## src/rtl/sst_pkg.sv

```systemverilog
package sst_pkg;

  typedef enum logic [1:0] {
    SRC_RATE = 2'd0,
    SRC_TEMP = 2'd1,
    SRC_AUX1 = 2'd2,
    SRC_AUX2 = 2'd3
  } src_e;

  typedef struct packed {
    src_e src;
    logic st_pos;
    logic st_neg;
  } ctrl_t;

  typedef struct packed {
    logic  hit;
    ctrl_t ctrl;
  } dec_t;

  localparam int CODE_W = 8;

  // one-hot channel bits: 7 aux2, 6 aux1, 5 rate, 4 temp; bit 1 / bit 0 self-test
  localparam logic [CODE_W-1:0] CODE_AUX2    = 8'h80;
  localparam logic [CODE_W-1:0] CODE_AUX1    = 8'h40;
  localparam logic [CODE_W-1:0] CODE_RATE    = 8'h20;
  localparam logic [CODE_W-1:0] CODE_TEMP    = 8'h10;
  localparam logic [CODE_W-1:0] CODE_RATE_SP = 8'h22;
  localparam logic [CODE_W-1:0] CODE_RATE_SN = 8'h21;

  localparam ctrl_t CTRL_RST = '{src: SRC_RATE, st_pos: 1'b0, st_neg: 1'b0};

  function automatic dec_t decode_code(input logic [CODE_W-1:0] code);
    dec_t r;
    r.hit  = 1'b1;
    r.ctrl = CTRL_RST;
    case (code)
      CODE_RATE:    r.ctrl.src = SRC_RATE;
      CODE_TEMP:    r.ctrl.src = SRC_TEMP;
      CODE_AUX1:    r.ctrl.src = SRC_AUX1;
      CODE_AUX2:    r.ctrl.src = SRC_AUX2;
      CODE_RATE_SP: r.ctrl.st_pos = 1'b1;
      CODE_RATE_SN: r.ctrl.st_neg = 1'b1;
      default:      r.hit = 1'b0;
    endcase
    return r;
  endfunction

endpackage

```

## src/rtl/sst_pin_sync.sv

```systemverilog
// Samples a group of serial pins into the clk domain; exposes current and
// previous samples so the caller can form edges.
module sst_pin_sync #(
  parameter int          W       = 3,
  parameter logic [W-1:0] RST_VAL = '0
) (
  input  logic         clk,
  input  logic         rst_n,
  input  logic [W-1:0] pins,
  output logic [W-1:0] lvl,
  output logic [W-1:0] prv
);

  logic [W-1:0] lvl_q, prv_q;

  always_ff @(posedge clk or negedge rst_n) begin
    if (!rst_n) begin
      lvl_q <= RST_VAL;
      prv_q <= RST_VAL;
    end else begin
      lvl_q <= pins;
      prv_q <= lvl_q;
    end
  end

  assign lvl = lvl_q;
  assign prv = prv_q;

endmodule

```

## src/rtl/sst_cfg_rx.sv

```systemverilog
// Configuration receiver: shift register on the write path and control register.
module sst_cfg_rx
  import sst_pkg::*;
(
  input  logic  clk,
  input  logic  rst_n,
  input  logic  sclk_fall,
  input  logic  wsel_lvl,
  input  logic  wsel_rise,
  input  logic  din_lvl,
  output ctrl_t ctrl
);

  logic [CODE_W-1:0] sh_q, sh_d;
  ctrl_t             ctrl_q, ctrl_d;
  dec_t              dec;

  always_comb begin
    sh_d   = sh_q;
    ctrl_d = ctrl_q;
    dec    = decode_code(sh_q);
    if (sclk_fall && !wsel_lvl) begin
      sh_d = {sh_q[CODE_W-2:0], din_lvl};
    end
    if (wsel_rise && dec.hit) begin
      ctrl_d = dec.ctrl;
    end
  end

  always_ff @(posedge clk or negedge rst_n) begin
    if (!rst_n) begin
      sh_q   <= '0;
      ctrl_q <= CTRL_RST;
    end else begin
      sh_q   <= sh_d;
      ctrl_q <= ctrl_d;
    end
  end

  assign ctrl = ctrl_q;

endmodule

```

## src/rtl/sst_src_mux.sv

```systemverilog
// Picks the sample source and applies the clamped self-test offset to rate.
module sst_src_mux
  import sst_pkg::*;
#(
  parameter int DATA_W = 14,
  parameter int ST_OFS = 6226
) (
  input  ctrl_t             ctrl,
  input  logic [DATA_W-1:0] rate_in,
  input  logic [DATA_W-1:0] temp_in,
  input  logic [DATA_W-1:0] aux1_in,
  input  logic [DATA_W-1:0] aux2_in,
  output logic [DATA_W-1:0] sample
);

  localparam logic [DATA_W:0] OFS_X = (DATA_W+1)'(ST_OFS);
  localparam logic [DATA_W:0] MAX_X = {1'b0, {DATA_W{1'b1}}};

  logic [DATA_W:0]   rate_x;
  logic [DATA_W:0]   up_sum;
  logic [DATA_W:0]   dn_dif;
  logic [DATA_W-1:0] rate_st;

  always_comb begin
    rate_x  = {1'b0, rate_in};
    up_sum  = rate_x + OFS_X;
    dn_dif  = rate_x - OFS_X;
    rate_st = rate_in;
    if (ctrl.st_pos) begin
      rate_st = (up_sum > MAX_X) ? MAX_X[DATA_W-1:0] : up_sum[DATA_W-1:0];
    end else if (ctrl.st_neg) begin
      rate_st = (rate_x < OFS_X) ? '0 : dn_dif[DATA_W-1:0];
    end
    case (ctrl.src)
      SRC_RATE: sample = rate_st;
      SRC_TEMP: sample = temp_in;
      SRC_AUX1: sample = aux1_in;
      default:  sample = aux2_in;
    endcase
  end

endmodule

```

## src/rtl/sst_tx_frame.sv

```systemverilog
// Read-path framer: snapshot on select fall, falling-edge slot counter,
// MSB-first data in slots LEAD+1 .. LEAD+DATA_W, zeros elsewhere.
module sst_tx_frame #(
  parameter int DATA_W = 14,
  parameter int LEAD   = 5,
  localparam int LAST  = LEAD + DATA_W,
  localparam int CW    = $clog2(LAST + 3),
  localparam int IW    = $clog2(DATA_W)
) (
  input  logic              clk,
  input  logic              rst_n,
  input  logic              sclk_fall,
  input  logic              rsel_lvl,
  input  logic              rsel_fall,
  input  logic [DATA_W-1:0] sample,
  output logic              dout,
  output logic              dout_oe,
  output logic [DATA_W-1:0] snap,
  output logic [CW-1:0]     cnt
);

  logic [DATA_W-1:0] snap_q, snap_d;
  logic [CW-1:0]     cnt_q, cnt_d, nxt;
  logic              bit_q, bit_d;
  logic              in_slot;
  logic [IW-1:0]     idx;

  always_comb begin
    snap_d  = snap_q;
    cnt_d   = cnt_q;
    bit_d   = bit_q;
    nxt     = cnt_q + CW'(1);
    in_slot = (nxt >= CW'(LEAD + 1)) && (nxt <= CW'(LAST));
    idx     = IW'(LAST - int'(nxt));
    if (rsel_lvl) begin
      bit_d = 1'b0;
    end else if (rsel_fall) begin
      snap_d = sample;
      cnt_d  = '0;
      bit_d  = 1'b0;
    end else if (sclk_fall) begin
      if (cnt_q != CW'(LAST + 1)) begin
        cnt_d = nxt;
      end
      bit_d = in_slot ? snap_q[idx] : 1'b0;
    end
  end

  always_ff @(posedge clk or negedge rst_n) begin
    if (!rst_n) begin
      snap_q <= '0;
      cnt_q  <= '0;
      bit_q  <= 1'b0;
    end else begin
      snap_q <= snap_d;
      cnt_q  <= cnt_d;
      bit_q  <= bit_d;
    end
  end

  assign dout    = bit_q;
  assign dout_oe = !rsel_lvl;
  assign snap    = snap_q;
  assign cnt     = cnt_q;

endmodule

```

## src/rtl/sensor_spi_target.sv

```systemverilog
module sensor_spi_target
  import sst_pkg::*;
#(
  parameter int DATA_W = 14,
  parameter int ST_OFS = 6226,
  parameter int LEAD   = 5,
  localparam int CW    = $clog2(LEAD + DATA_W + 3)
) (
  input  logic              clk,
  input  logic              rst_n,
  input  logic              sclk,
  input  logic              din,
  input  logic              wsel_n,
  input  logic              rsel_n,
  input  logic [DATA_W-1:0] rate_in,
  input  logic [DATA_W-1:0] temp_in,
  input  logic [DATA_W-1:0] aux1_in,
  input  logic [DATA_W-1:0] aux2_in,
  output logic              dout,
  output logic              dout_oe
);

  // reset: asynchronous assert, synchronous release
  logic [1:0] rsync_q;
  logic       rst_n_s;

  always_ff @(posedge clk or negedge rst_n) begin
    if (!rst_n) rsync_q <= '0;
    else        rsync_q <= {rsync_q[0], 1'b1};
  end
  assign rst_n_s = rsync_q[1];

  // pin bit order: [2] read select, [1] write select, [0] serial clock
  logic [2:0] pin_lvl, pin_prv;
  logic       din_q;

  sst_pin_sync #(.W(3), .RST_VAL(3'b110)) u_sync (
    .clk   (clk),
    .rst_n (rst_n_s),
    .pins  ({rsel_n, wsel_n, sclk}),
    .lvl   (pin_lvl),
    .prv   (pin_prv)
  );

  always_ff @(posedge clk or negedge rst_n_s) begin
    if (!rst_n_s) din_q <= 1'b0;
    else          din_q <= din;
  end

  logic sclk_fall, wsel_lvl, wsel_rise, rsel_lvl, rsel_fall;
  assign sclk_fall = !pin_lvl[0] &&  pin_prv[0];
  assign wsel_lvl  =  pin_lvl[1];
  assign wsel_rise =  pin_lvl[1] && !pin_prv[1];
  assign rsel_lvl  =  pin_lvl[2];
  assign rsel_fall = !pin_lvl[2] &&  pin_prv[2];

  ctrl_t             ctrl;
  logic [DATA_W-1:0] sample;
  logic [DATA_W-1:0] snap;
  logic [CW-1:0]     cnt;

  sst_cfg_rx u_cfg (
    .clk       (clk),
    .rst_n     (rst_n_s),
    .sclk_fall (sclk_fall),
    .wsel_lvl  (wsel_lvl),
    .wsel_rise (wsel_rise),
    .din_lvl   (din_q),
    .ctrl      (ctrl)
  );

  sst_src_mux #(.DATA_W(DATA_W), .ST_OFS(ST_OFS)) u_mux (
    .ctrl    (ctrl),
    .rate_in (rate_in),
    .temp_in (temp_in),
    .aux1_in (aux1_in),
    .aux2_in (aux2_in),
    .sample  (sample)
  );

  sst_tx_frame #(.DATA_W(DATA_W), .LEAD(LEAD)) u_tx (
    .clk       (clk),
    .rst_n     (rst_n_s),
    .sclk_fall (sclk_fall),
    .rsel_lvl  (rsel_lvl),
    .rsel_fall (rsel_fall),
    .sample    (sample),
    .dout      (dout),
    .dout_oe   (dout_oe),
    .snap      (snap),
    .cnt       (cnt)
  );

endmodule

```

## config.mk

```make
export PLATFORM = sky130hd
export DESIGN_NAME = sensor_spi_target
export DESIGN_NICKNAME = d
export VERILOG_FILES = /design/src/rtl/sst_pkg.sv /design/src/rtl/sst_pin_sync.sv /design/src/rtl/sst_cfg_rx.sv /design/src/rtl/sst_src_mux.sv /design/src/rtl/sst_tx_frame.sv /design/src/rtl/sensor_spi_target.sv
export SDC_FILE = /design/constraint.sdc
export NUM_CORES = 1
export LEC_CHECK = 0
export ABC_AREA = 1
export BUFFER_PORTS_ARGS = -buffer_cell sky130_fd_sc_hd__buf_2
export CORE_MARGIN = 1.5
export CORE_UTILIZATION = 25
export DETAILED_ROUTE_END_ITERATION = 10
export GPL_ROUTABILITY_DRIVEN = 0
export PLACE_DENSITY = 0.52
export SETUP_SLACK_MARGIN = 0.2
export SLEW_MARGIN = 10
export SYNTH_ARGS = -nofsm -noshare
export SYNTH_HDL_FRONTEND = slang
export SYNTH_SLANG_ARGS = --single-unit
```

## constraint.sdc

```tcl
create_clock -name clk -period 1.41 [get_ports clk]
set_input_delay 0.141 -clock clk [delete_from_list [all_inputs] [get_ports clk]]
set_output_delay 0.141 -clock clk [all_outputs]
set_load 0.005 [all_outputs]
```

After elaboration in Yosys (flattened, before gate mapping):

Cells that the tools add are included.

* bits in registers: 41
* logic and storage cells: 65
* input port bits: 62

* multiplexer cells: 18
* bitwise logic cells: 1
* reduce and logical (&&, ||, !) cells: 17
* equality and inequality tests: 9
* add/sub/neg operators: 4
* magnitude comparators: 5

Operator list (number)
* $mux 14: 4
* $pmux 14 s3: 1
* $eq 8x6->1 const B: 3
* $add 14x13->15 const B: 1
* $gt 15x14->1 const B: 1
* $mux 5: 3
* $lt 14x13->1 const B: 1
* $sub 14x13->14 const B: 1
* $eq 8x5->1 const B: 1
* $eq 8x7->1 const B: 1
* $eq 8x8->1 const B: 1
* $mux 1: 8
* $logic_and 1x1->1: 6
* $pmux 2 s3: 1
* $reduce_or 6->1: 1
* $add 5x1->5 const B: 1
* $ge 5x3->1 const B: 1
* $le 5x5->1 const B: 1
* $lt 4x5->1 const B: 1
* $ne 5x5->1 const B: 1
* $bmux 1 s4: 1
* $logic_not 1->1: 4
* $reduce_bool 2->1: 2
* $sub 2x4->4 const A: 1
* 7 further kinds: 7

Longest topological paths before layout:

* depth after elaboration: 8
* mapped depth: 18
* gate-level depth less buffers: 17

Hierarchy:

From an unflattened synthesis, not the netlist that was laid out.

* cells, all modules: 542
* area, all modules: 3644.7 um^2

By module, submodules not included
* sst_src_mux: area each 1664.1 um^2, cells an instance 334, instances 1
* sst_tx_frame: area each 1121.1 um^2, cells an instance 119, instances 1
* sst_cfg_rx: area each 595.6 um^2, cells an instance 73, instances 1
* sst_pin_sync: area each 155.1 um^2, cells an instance 6, instances 1
* sensor_spi_target: area each 108.9 um^2, cells an instance 10, instances 1

Least setup slack after synthesis:

OpenSTA, ideal clock, no wires.

* kind: flip-flop to flip-flop
* start: register u_tx.cnt_q[0] (netlist: u_tx.cnt[0])
* end: register u_tx.bit_q (netlist: u_tx.dout)
* cell stages (with the launch flop): 9
* arrival: 1.675 ns
* path slack: -0.393 ns
* library setup time: 0.127 ns
* period minus slack after synthesis: 1.803 ns
* cells stage by stage: dfrtp_1 -> clkbuf_1 -> nand3_1 -> xor2_1 -> inv_1 -> ha_1 -> a211o_1 -> nand4_1 -> a21oi_1

* cells in the longest elaborated chain, start to end: 8

RTL lines
* from (decl): line sst_tx_frame.sv:23 `logic [CW-1:0] cnt_q, cnt_d, nxt;`
* from (signal assigned): line sst_tx_frame.sv:56 `cnt_q <= cnt_d;`
* $add 5x1->5 (*): line sst_tx_frame.sv:32 `nxt = cnt_q + CW'(1);`
* $sub 2x4->4: line sst_tx_frame.sv:34 `idx = IW'(LAST - int'(nxt));`
* $bmux 1 s4: line sst_tx_frame.sv:45 `bit_d = in_slot ? snap_q[idx] : 1'b0;`
* $mux 1 (not written as such): line sst_tx_frame.sv:45
* $mux 1 (*): line sst_tx_frame.sv:45
* $mux 1 (*): line sst_tx_frame.sv:41 `end else if (sclk_fall) begin`
* $mux 1 (*): line sst_tx_frame.sv:37 `end else if (rsel_fall) begin`
* $mux 1 (*): line sst_tx_frame.sv:35 `if (rsel_lvl) begin`
* to (signal assigned): line sst_tx_frame.sv:57 `bit_q <= bit_d;`
* to (decl): line sst_tx_frame.sv:24 `logic bit_q, bit_d;`

Every way passes the cells marked *; elsewhere a longest branch is shown, timed or not. The select of a mux whose other input is x is not followed.
A chain may end at the register's enable or synchronous reset.

Worst setup path after layout:

Ends and elaborated chain as after synthesis.

==> flow_metrics.env <==
export IMPL_run_status="complete, but fails checks"
export IMPL_violations="setup timing"
export IMPL_routedWlPerCell_um=12.56
export IMPL_drive_gt1_share_pct=42.34
export IMPL_layout_nets=753
export IMPL_dr_max_layer_used="met4"
export IMPL_clk_pin_slew_ns=0.06
export IMPL_yosys_area_top_type="dfrtp_1"
export IMPL_routed_wl_met3_um=437
export IMPL_dr_total_vias=3930
export IMPL_dieHeight_um=117.6
export IMPL_dr_pass1_iters=5
export IMPL_met2WireLength_um=5030
export IMPL_synth_seq_cells=41
export IMPL_antenna_cells=0
export IMPL_yosys_area_share_simple_pct=42.38
export IMPL_antenna_found_initial=0
export IMPL_clock_fmax_ghz=0.6004
export IMPL_yosys_top_cells_area="dfrtp_1, nand2_1, nor2_1"
export IMPL_path_max_fanout=4
export IMPL_cts_tree="done"
export IMPL_vias_per_cell=4.586
export IMPL_hold_path_class="in2async"
export IMPL_io_buffers=63
export IMPL_switchingPower_mw=2.278
export IMPL_ys_flop_type="dfrtp_1"
export IMPL_cp_data_arrival_time_ns=1.83
export IMPL_clk_insertion_delay_late_ns=0.28
export IMPL_power_density_nw_per_um2=1145
export IMPL_ys_seq_area_share_pct=31.38
export IMPL_routed_wl_um=10760
export IMPL_register_area_um2=1037
export IMPL_grt_pass1_vias=3902
export IMPL_synth_area_mux_share_pct=0.6474
export IMPL_overflow=0
export IMPL_synthTopCellsByCount="nand2_1, nor2_1, nand3_1, inv_1, a21oi_1"
export IMPL_rows=41
export IMPL_stdcell_count=857
export IMPL_fin_skew_ns=0.005877
export IMPL_multi_input_area_um2=2352
export IMPL_synth_cell_type_count=35
export IMPL_grt_first_pass_wirelength_um=18310
export IMPL_ant_nets=0
export IMPL_p_int_mw=3.737
export IMPL_clock_sinks=41
export IMPL_ys_warn_count=0
export IMPL_n_fill_cell=1355
export IMPL_place_hpwl_um=8286
export IMPL_crit_required_ns=1.57
export IMPL_clk_path_buf_depth=2
export IMPL_grt_usage_pct=15.93
export IMPL_p_clk_share_pct=21.6
export IMPL_rsz0062_at_grt="true"
export IMPL_cts_htree_levels=2
export IMPL_start_util_pct=25.83
export IMPL_core_um2=12720
export IMPL_drt_met1_wl_um=5142
export IMPL_synth_edff_count=0
export IMPL_avgSynthCellArea_um2=6.306
export IMPL_finalWorstSetupSlack_ns=-0.2556
export IMPL_synth_compound_area_share_pct=12.00
export IMPL_synth_top_area_share_pct=28.18
export IMPL_synth_top_family_by_area="simple AND/OR/NAND/NOR gates"
export IMPL_drv_cap=0
export IMPL_max_vdd_ir_drop_mv=0.8431
export IMPL_worst_setup_path_end_kind="flop"
export IMPL_fin_crit_sh_pct=118.1
export IMPL_power_frac_comb_pct=50.4
export IMPL_seqPwrFrac_pct=27.9
export IMPL_cellLeakagePower_nw=2.656
export IMPL_area_growth_pct=59.90
export IMPL_synth_fa_ha_area_share_pct=2.666
export IMPL_dp_cells=829
export IMPL_dieArea_um2=13840
export IMPL_synthesis_instances=521
export IMPL_finalHoldViolCount=0
export IMPL_period_minus_slack_ns=1.666
export IMPL_dr_first_iter_drc_count=153
export IMPL_hold_slack_ns=0.1699
export IMPL_startpoint_type="flop"
export IMPL_grt_max_degree=29
export IMPL_setup_viol=17
export IMPL_die_w_um=117.6
export IMPL_cts_inserted_buffers=5
export IMPL_root_buffer="clkbuf_16"
export IMPL_num_io_pins=64
export IMPL_syn_area_um2=3286
export IMPL_synth_xor_area_share_pct=2.399
export IMPL_syn_nets=590
export IMPL_drc=0
export IMPL_yosysMostFrequentCell="nand2_1"
export IMPL_drv_slew=0
export IMPL_swShare_pct=37.87
export IMPL_setup_worst_path_class="reg2reg"
export IMPL_synth_async_sr_flop_share_pct=100.0
## power by group through the flow
stage	Combinational, mW	Clock, mW	Sequential (mW)
2_1_floorplan	1.45	0	1.63
3_3_place_gp	2.39	0	1.65
3_5_place_dp	2.41	0	1.65
4_1_cts	2.83	1.33	1.66
5_1_grt	3.35	1.38	1.72
6_report	3.03	1.30	1.68
## kinds of logic after synthesis
family | after synthesis
other cells | 1
flops | 41
compound gates | 73
buf+inv | 63
simple gates | 325
mux | 2
fa+ha+maj | 7
xor+xnor | 9
## per-stage QoR
step	setup WS (ns)	setup TNS, ns	area, um2	power, mW	utilization (%)
global placement	-0.4656	-6.438	4466	4.033	35.10
finish	-0.2556	-1.453	5254	6.014	41.30
CTS	-0.2375	-1.345	5096	5.828	40.06
global route	-0.3157	-3.952	5254	6.451	41.30
detailed placement	-0.4647	-6.732	4466	4.061	35.10
floorplan	-0.2509	-1.061	3341	3.076	-
## cell usage in the layout (no fill, tap or decap), types with 5 or more instances in the layout
| cell type | count |
|---|---|
| inv_2 | 12 |
| dfrtp_1 | 32 |
| dlygate4sd3_1 | 5 |
| clkbuf_16 | 5 |
| buf_4 | 88 |
| nand4_1 | 5 |
| dfrtp_2 | 5 |
| nand2_2 | 29 |
| a21oi_2 | 5 |
| buf_6 | 16 |
| nand2_1 | 156 |
| nor2_1 | 68 |
| nor2_2 | 5 |
| a21oi_1 | 33 |
| o21ai_0 | 19 |
| xor2_1 | 6 |
| nand3_2 | 23 |
| buf_2 | 61 |
| ha_4 | 5 |
| nand3_1 | 27 |
| inv_1 | 29 |
## worst max-delay path: stages (launching register included)
cell	delay [ns]
dfrtp_2	0.45
inv_2	0.09
ha_4	0.21
buf_4	0.13
a21oi_1	0.13
a22oi_1	0.11
a211o_1	0.27
nand4_1	0.09
a21oi_1	0.07
## area by class of cell
cell class | count | share of cell area [%]
Tap cell | 172 | 4.096
Sequential cell | 41 | 19.74
Clock inverter | 2 | 0.7383
Timing Repair Buffer | 176 | 25.01
Multi-Input combinational cell | 417 | 44.77
Inverter | 43 | 3.191
Clock buffer | 6 | 2.453
## state kept, by name (all words and copies together) (netlist names)
signal,flops
u_sync.prv,3
u_tx.dout,1
din_q,1
rsync_q,2
u_tx.cnt,5
u_cfg.ctrl,4
u_cfg.sh_q,8
u_sync.lvl,3
u_tx.snap,14
## routing by layer
metal / up-vias / track usage (%)
met3: 12 / 1.890
met1: 1826 / 21.97
met2: 93 / 26.75
li1: 1999 / -
met4: 0 / 3.354
met5: - / 0
## worst paths after layout
| check | slack, ns | endpoint | cells after the start | startpoint |
|---|---|---|---|---|
| max reg2reg | -0.26 | u_tx.dout | 8 | u_tx.cnt[0] |
| max in group asynchronous | 0.87 | u_sync.prv[1] | 1 | rsync_q[1] |
| min reg2reg | 0.22 | u_tx.dout | 1 | rsync_q[1] |
| min in group clk | 0.19 | u_tx.snap[10] | 5 | aux2_in[10] |
| max | -0.26 | u_tx.dout | 8 | u_tx.cnt[0] |
| min | 0.17 | rsync_q[0] | 2 | rst_n |
## repair_timing
item	in CTS	in global routing
setup buffers	11	3
gates resized for setup	80	34
pin swaps	43	19
hold buffers	5	0
cloned	1	0
endpoints found under the setup margin	24	24
endpoints found under the hold margin	6	0
(Power assumes the default switching activity.)
